### src/rtl/sipo_ldr_pkg.sv
package sipo_ldr_pkg;
   typedef enum logic [1:0] {
      OP_NONE  = 2'b00,
      OP_LOAD  = 2'b01,
      OP_DATA  = 2'b10,
      OP_CLEAR = 2'b11
   } sipo_op_e;

   typedef enum logic [2:0] {
      ST_IDLE,
      ST_LOW,
      ST_HIGH,
      ST_TRAIL,
      ST_STORE,
      ST_CLR
   } sipo_st_e;
endpackage

### src/rtl/sipo_ldr_lane.sv
module sipo_ldr_lane #(
   parameter int MAXBITS = 16,
   parameter int CW      = 5
) (
   input  logic               clk,
   input  logic               rst_n,
   input  logic               load,
   input  logic               wr,
   input  logic               adv,
   input  logic               sel_sr,
   input  logic [CW-1:0]      nb,
   input  logic [MAXBITS-1:0] word,
   input  logic               lvl,
   output logic               dline
);
   logic [MAXBITS-1:0] sr_q;
   logic               hold_q;

   always_ff @(posedge clk or negedge rst_n) begin
      if (!rst_n) begin
         sr_q   <= '0;
         hold_q <= 1'b0;
      end else if (load) begin
         // left-align the n live bits so the top bit leaves first
         sr_q   <= word << (CW'(MAXBITS) - nb);
         hold_q <= lvl;
      end else if (wr) begin
         hold_q <= lvl;
      end else if (adv) begin
         sr_q   <= sr_q << 1;
      end
   end

   assign dline = sel_sr ? sr_q[MAXBITS-1] : hold_q;
endmodule

### src/rtl/sipo_ldr_ctrl.sv
module sipo_ldr_ctrl
   import sipo_ldr_pkg::*;
#(
   parameter int MAXBITS   = 16,
   parameter int HALF_CYC  = 4,
   parameter int STORE_CYC = 4,
   parameter int CLEAR_CYC = 4,
   parameter int CW        = 5
) (
   input  logic          clk,
   input  logic          rst_n,
   input  logic          cmd_valid,
   input  logic [1:0]    cmd_op,
   input  logic [CW-1:0] cmd_bits,
   output logic [CW-1:0] nb_eff,
   output logic          lane_load,
   output logic          lane_wr,
   output logic          lane_adv,
   output logic          sel_sr,
   output logic          sclk_l,
   output logic          store_l,
   output logic          clear_l,
   output logic          busy
);
   localparam int MAXT = (HALF_CYC > STORE_CYC)
                         ? ((HALF_CYC > CLEAR_CYC) ? HALF_CYC : CLEAR_CYC)
                         : ((STORE_CYC > CLEAR_CYC) ? STORE_CYC : CLEAR_CYC);
   localparam int TW = (MAXT > 1) ? $clog2(MAXT) : 1;

   sipo_st_e      st_q;
   logic [TW-1:0] tmr_q;
   logic [CW-1:0] rem_q;
   sipo_op_e      op;
   logic          accept;
   logic          t_end;

   always_comb begin
      op        = sipo_op_e'(cmd_op);
      accept    = cmd_valid && (st_q == ST_IDLE);
      nb_eff    = (cmd_bits > CW'(MAXBITS)) ? CW'(MAXBITS) : cmd_bits;
      t_end     = (tmr_q == '0);
      lane_load = accept && (op == OP_LOAD);
      lane_wr   = accept && (op == OP_DATA);
      lane_adv  = (st_q == ST_HIGH) && t_end && (rem_q != '0);
      sel_sr    = (st_q == ST_LOW) || (st_q == ST_HIGH);
      sclk_l    = (st_q == ST_HIGH);
      store_l   = (st_q == ST_STORE);
      clear_l   = (st_q == ST_CLR);
      busy      = (st_q != ST_IDLE);
   end

   always_ff @(posedge clk or negedge rst_n) begin
      if (!rst_n) begin
         st_q  <= ST_IDLE;
         tmr_q <= '0;
         rem_q <= '0;
      end else begin
         case (st_q)
            ST_IDLE: begin
               if (lane_load) begin
                  tmr_q <= TW'(HALF_CYC - 1);
                  rem_q <= nb_eff - CW'(1);
                  st_q  <= (nb_eff == '0) ? ST_TRAIL : ST_LOW;
               end else if (accept && (op == OP_CLEAR)) begin
                  tmr_q <= TW'(CLEAR_CYC - 1);
                  st_q  <= ST_CLR;
               end
            end
            ST_LOW: begin
               if (t_end) begin
                  tmr_q <= TW'(HALF_CYC - 1);
                  st_q  <= ST_HIGH;
               end else tmr_q <= tmr_q - TW'(1);
            end
            ST_HIGH: begin
               if (t_end) begin
                  tmr_q <= TW'(HALF_CYC - 1);
                  if (rem_q == '0) st_q <= ST_TRAIL;
                  else begin
                     rem_q <= rem_q - CW'(1);
                     st_q  <= ST_LOW;
                  end
               end else tmr_q <= tmr_q - TW'(1);
            end
            ST_TRAIL: begin
               if (t_end) begin
                  tmr_q <= TW'(STORE_CYC - 1);
                  st_q  <= ST_STORE;
               end else tmr_q <= tmr_q - TW'(1);
            end
            ST_STORE, ST_CLR: begin
               if (t_end) st_q <= ST_IDLE;
               else tmr_q <= tmr_q - TW'(1);
            end
            default: st_q <= ST_IDLE;
         endcase
      end
   end
endmodule

### src/rtl/sipo_ldr.sv
module sipo_ldr #(
   parameter int               LANES     = 4,
   parameter int               MAXBITS   = 16,
   parameter int               HALF_CYC  = 4,
   parameter int               STORE_CYC = 4,
   parameter int               CLEAR_CYC = 4,
   parameter bit               SHIFT_ACT = 1'b1,
   parameter bit               STORE_ACT = 1'b1,
   parameter bit               CLEAR_ACT = 1'b1,
   parameter logic [LANES-1:0] DATA_INV  = '0,
   localparam int              CW        = $clog2(MAXBITS + 1)
) (
   input  logic                     clk,
   input  logic                     rst_n,
   input  logic                     cmd_valid,
   input  logic [1:0]               cmd_op,
   input  logic [CW-1:0]            cmd_bits,
   input  logic [LANES*MAXBITS-1:0] cmd_data,
   input  logic [LANES-1:0]         cmd_lvl,
   output logic                     shift_o,
   output logic                     store_o,
   output logic                     clear_o,
   output logic [LANES-1:0]         data_o,
   output logic                     busy
);
   initial begin
      assert (LANES >= 1 && LANES <= 16) else $fatal(1, "LANES must be 1..16");
      assert (MAXBITS >= 1) else $fatal(1, "MAXBITS must be at least 1");
      assert (HALF_CYC >= 1 && STORE_CYC >= 1 && CLEAR_CYC >= 1)
         else $fatal(1, "phase lengths must be at least 1");
   end

   logic [CW-1:0]    nb_eff;
   logic             lane_load, lane_wr, lane_adv, sel_sr;
   logic             sclk_l, store_l, clear_l;
   logic [LANES-1:0] dat_l;

   sipo_ldr_ctrl #(
      .MAXBITS  (MAXBITS),
      .HALF_CYC (HALF_CYC),
      .STORE_CYC(STORE_CYC),
      .CLEAR_CYC(CLEAR_CYC),
      .CW       (CW)
   ) u_ctrl (
      .clk      (clk),
      .rst_n    (rst_n),
      .cmd_valid(cmd_valid),
      .cmd_op   (cmd_op),
      .cmd_bits (cmd_bits),
      .nb_eff   (nb_eff),
      .lane_load(lane_load),
      .lane_wr  (lane_wr),
      .lane_adv (lane_adv),
      .sel_sr   (sel_sr),
      .sclk_l   (sclk_l),
      .store_l  (store_l),
      .clear_l  (clear_l),
      .busy     (busy)
   );

   for (genvar i = 0; i < LANES; i++) begin : g_lane
      sipo_ldr_lane #(.MAXBITS(MAXBITS), .CW(CW)) u_lane (
         .clk   (clk),
         .rst_n (rst_n),
         .load  (lane_load),
         .wr    (lane_wr),
         .adv   (lane_adv),
         .sel_sr(sel_sr),
         .nb    (nb_eff),
         .word  (cmd_data[i*MAXBITS +: MAXBITS]),
         .lvl   (cmd_lvl[i]),
         .dline (dat_l[i])
      );
   end

   // polarity is applied only at the pins
   assign shift_o = SHIFT_ACT ? sclk_l  : ~sclk_l;
   assign store_o = STORE_ACT ? store_l : ~store_l;
   assign clear_o = CLEAR_ACT ? clear_l : ~clear_l;
   assign data_o  = dat_l ^ DATA_INV;
endmodule

### config.mk
export PLATFORM = sky130hd
export DESIGN_NAME = sipo_ldr
export DESIGN_NICKNAME = d
export VERILOG_FILES = /design/src/rtl/sipo_ldr_pkg.sv /design/src/rtl/sipo_ldr_lane.sv /design/src/rtl/sipo_ldr_ctrl.sv /design/src/rtl/sipo_ldr.sv
export SDC_FILE = /design/constraint.sdc
export NUM_CORES = 1
export LEC_CHECK = 0
export BUFFER_PORTS_ARGS = -buffer_cell sky130_fd_sc_hd__buf_2
export CAP_MARGIN = 30
export CORE_UTILIZATION = 55
export CTS_CLUSTER_DIAMETER = 60
export DETAILED_ROUTE_END_ITERATION = 7
export PLACE_DENSITY = 0.82
export SYNTH_ARGS = -nofsm -noshare
export SYNTH_HDL_FRONTEND = slang
export SYNTH_HIERARCHICAL = 1
export SYNTH_SLANG_ARGS = --single-unit
### constraint.sdc
create_clock -name clk -period 3.5 [get_ports clk]
set_input_delay 0.175 -clock clk [delete_from_list [all_inputs] [get_ports clk]]
set_output_delay 0.175 -clock clk [all_outputs]
set_load 0.01 [all_outputs]
==> impl_metrics.csv <==
group,metric,value,unit
synthesis,ys_types,62,
floorplan,initial_core_util,57.4,%
floorplan,die_area,13200,sq um
timing,hold_ws,0.0600,ns
timing,finalSetupTns,0,ns
routing,vias,6355,
cells_and_area,fill_cells,1003,
critical_path,cp.required,3.77,ns
routing,wl_per_cell,17.9,um
global_routing,grt_max_degree,79,
timing,finClkSkew,0.00902,ns
timing,tightest_slew,0.928,ns
cells_and_area,num-nets-final,907,
synthesis,synthCells,747,
timing,grt_setup_unrepaired,"no",
pwr,cellPowerDensity,545,nW/um^2
synthesis,synth_seq_cells,78,
clock_network,cts_resized,0,
synthesis,synth_edf_count,0,
place,hpwl,12800,um
cells_and_area,syn2layout_area_growth,12.8,%
global_routing,track_usage,28.0,%
run,maxCapViolations,0,
routing,routed_wirelength,17800,um
pwr,power.share.sequential,37.5,%
timing,finalCritPeriodShare,85.2,%
pwr,p_leak,3.36,nW
synthesis,synth_area_per_cell,9.39,sq um
clock_network,cts_max_path_buffers,2,
routing,drtIter0Drc,552,
critical_path,start_kind,"flop",
synthesis,seq_area_frac_synth,27.8,%
cells_and_area,drive_above_1_share,27.1,%
synthesis,synthTopCellsByCount,"nor2_1 (98), mux2i_1 (82), dfrtp_1 (78), mux2_2 (43), nand2_1 (32)",
place,pre_cts_ws,0.424,ns
clock_network,clock_sinks,78,
critical_path,worst-setup-path-type,"reg2reg",
global_routing,grt_pass1_vias,6246,
global_routing,grt_overflow,0,
floorplan,die_w,115,um
clock_network,cts_buffers,9,
synthesis,synth_most_common_cell,"nor2_1",
routing,drt_pass1_iterations,5,
routing,ant_nets,0,
clock_network,insertion_delay,0.35,ns
pwr,pwr-share-clk,19.9,%
timing,drv_slew,0,
synthesis,synth-simple-area-share,16.4,%
critical_path,arrival,3.26,ns
synthesis,synth_top_family_by_area,"multiplexers",
synthesis,synth_fa_ha_area_share,1.07,%
floorplan,num_io_pins,86,
place,gp_congestion,0.893,
timing,max_freq,335,MHz
timing,finalSetupViolations,0,
global_routing,antenna_found_initial,0,
clock_network,path_clk_slew,0.06,ns
critical_path,crit_slowest_cell,"or4b_1",
synthesis,yosys.area.top_type_share,27.8,%
pwr,internal-power,0.00273,W
timing,worst_slack,0.518,ns
synthesis,synthTopCellsByArea,"dfrtp_1 (28%), mux2i_1 (12%), mux4_2 (7.7%)",
synthesis,synth_xor_area_share,2.46,%
pwr,irDropWorstVdd,0.307,mV
clock_network,cts_root_buf,"clkbuf_16",
synthesis,synth_compound_area_share,19.8,%
pwr,p_switching,0.00158,W
synthesis,syn_area,7010,sq um
min_path,hold_path.class,"in2reg",
global_routing,grt_pass1_wl,29500,um
synthesis,synthMuxAreaShare,26.9,%
critical_path,end_kind,"flop",
clock_network,cts_tree,"built",
synthesis,syn-num-nets,831,
synthesis,ys.flop_type,"dfrtp_1",
synthesis,synth_warnings,6,
critical_path,cpPeakStageDelay,0.62,ns
routing,vias_per_cell,6.39,
routing,drc,0,
synthesis,synth-async-reset-ratio,100,%
synthesis,synth_area_leader_cell,"dfrtp_1",
critical_path,path_max_fanout,22,
floorplan,rows,40,
critical_path,cp_cell_sequence,"nor2_2, or4b_1, inv_2, buf_4, nand2_1, mux2_2, o32ai_1, o22a_1",
pwr,p_sw_share,36.6,%
place,io_buffer_count,85,
floorplan,coreArea,12200,sq um
floorplan,die_h,115,um
clock_network,htree_levels,3,
timing,finalCriticalPeriod,2.98,ns
timing,max_slew_margin,37.7,%
outcome,status,"finished, final reports clean",
timing,finalHoldViolations,0,
cells_and_area,insertedDiodeCount,0,
pwr,power_frac_comb,42.6,%
## state kept, by name (all words and copies together) (netlist names)
register and cells:
g_lane.u_lane/hold_q 4, g_lane.u_lane/sr_q 64, u_ctrl/rem_q 5, u_ctrl/st_q 3, u_ctrl/tmr_q 2
## cell type report
| cell class | count | area (sq um) | area share, % |
|---|---|---|---|
| Multi-Input combinational cell | 590 | 4680 | 59.2 |
| Clock buffer | 11 | 243 | 3.07 |
| Inverter | 24 | 90.1 | 1.14 |
| Clock inverter | 4 | 23.8 | 0.300 |
| Timing Repair Buffer | 120 | 711 | 8.98 |
| Tap cell | 168 | 210 | 2.66 |
| Sequential cell | 78 | 1950 | 24.7 |
## cells in the final DEF, fill, tap and decap left out, types with 19 or more instances in the layout
cell / netlist / routed
nor2_1: 98 / 98
buf_2: 14 / 85
mux2i_1: 82 / 82
dfrtp_1: 78 / 78
mux2_2: 43 / 43
buf_4: 12 / 33
nand2_1: 32 / 32
a21oi_1: 27 / 27
mux4_2: 24 / 24
o22a_1: 22 / 22
o32ai_1: 20 / 20
o22ai_1: 19 / 19
o21a_1: 19 / 19
## worst max-delay path, delay by kind of cell (launching register included)
family                 cells  cell delay, ns
buffers and inverters      2            0.47
muxes                      1            0.44
and+or+nand+nor            3            0.88
DFF                        1            0.49
AOI/OAI and AO/OA          2            0.63
## logic make-up after synthesis
group | Yosys count
buffers and inverters | 79
XOR/XNOR | 18
flip-flops | 78
adder cells (fa/ha/maj) | 6
AND/OR/NAND/NOR | 230
AO/OA/AOI/OAI | 184
multiplexers | 152
## worst paths after layout
| kind | start | end | slack [ns] | cells after the start |
|---|---|---|---|---|
| setup / recovery | u_ctrl/st_q[0] | g_lane[3].u_lane/sr_q[14] | 0.52 | 8 |
| hold / removal | cmd_lvl[2] | g_lane[2].u_lane/hold_q | 0.06 | 2 |
| setup reg to reg | u_ctrl/st_q[0] | g_lane[3].u_lane/sr_q[14] | 0.52 | 8 |
| hold reg to reg | g_lane[0].u_lane/sr_q[5] | g_lane[0].u_lane/sr_q[5] | 0.49 | 1 |
| max in group asynchronous | rst_n | g_lane[2].u_lane/sr_q[1] | 2.63 | 4 |
| min in group asynchronous | rst_n | g_lane[3].u_lane/sr_q[0] | 0.30 | 3 |
## routing by layer
layer | vias to the layer above | wire length, um | GRT usage (%)
met1 | 3048 | 7810 | 37.4
met4 | 0 | 305 | 9.44
met2 | 317 | 8340 | 46.2
met3 | 38 | 1370 | 4.48
met5 | - | 0 | 0
li1 | 2952 | - | -
## power by group through the flow
| stage | combinational, W | sequential (W) | clock (W) |
|---|---|---|---|
| after global placement | 0.00173 | 0.00159 | 0 |
| after CTS | 0.00182 | 0.00161 | 0.000876 |
| after detailed placement | 0.00180 | 0.00162 | 0 |
| after global routing | 0.00200 | 0.00166 | 0.000921 |
| final | 0.00184 | 0.00162 | 0.000857 |
| after floorplan | 0.00139 | 0.00154 | 0 |
## timing repair
| item | CTS | global route |
|---|---|---|
| setup buffers | 0 | 0 |
| hold buffers | 0 | 1 |
| endpoints found under the hold margin | 0 | 7 |
## through the flow
step	total power [W]	utilization, %	instance area [sq um]	instances
floorplan	0.00293	-	7010	747
global placement	0.00332	62.3	7610	978
detailed placement	0.00342	62.3	7610	978
CTS	0.00430	64.5	7880	993
global route	0.00459	64.8	7910	995
finish	0.00431	64.8	7910	995
No activity file was read; power rests on OpenSTA's default activity.
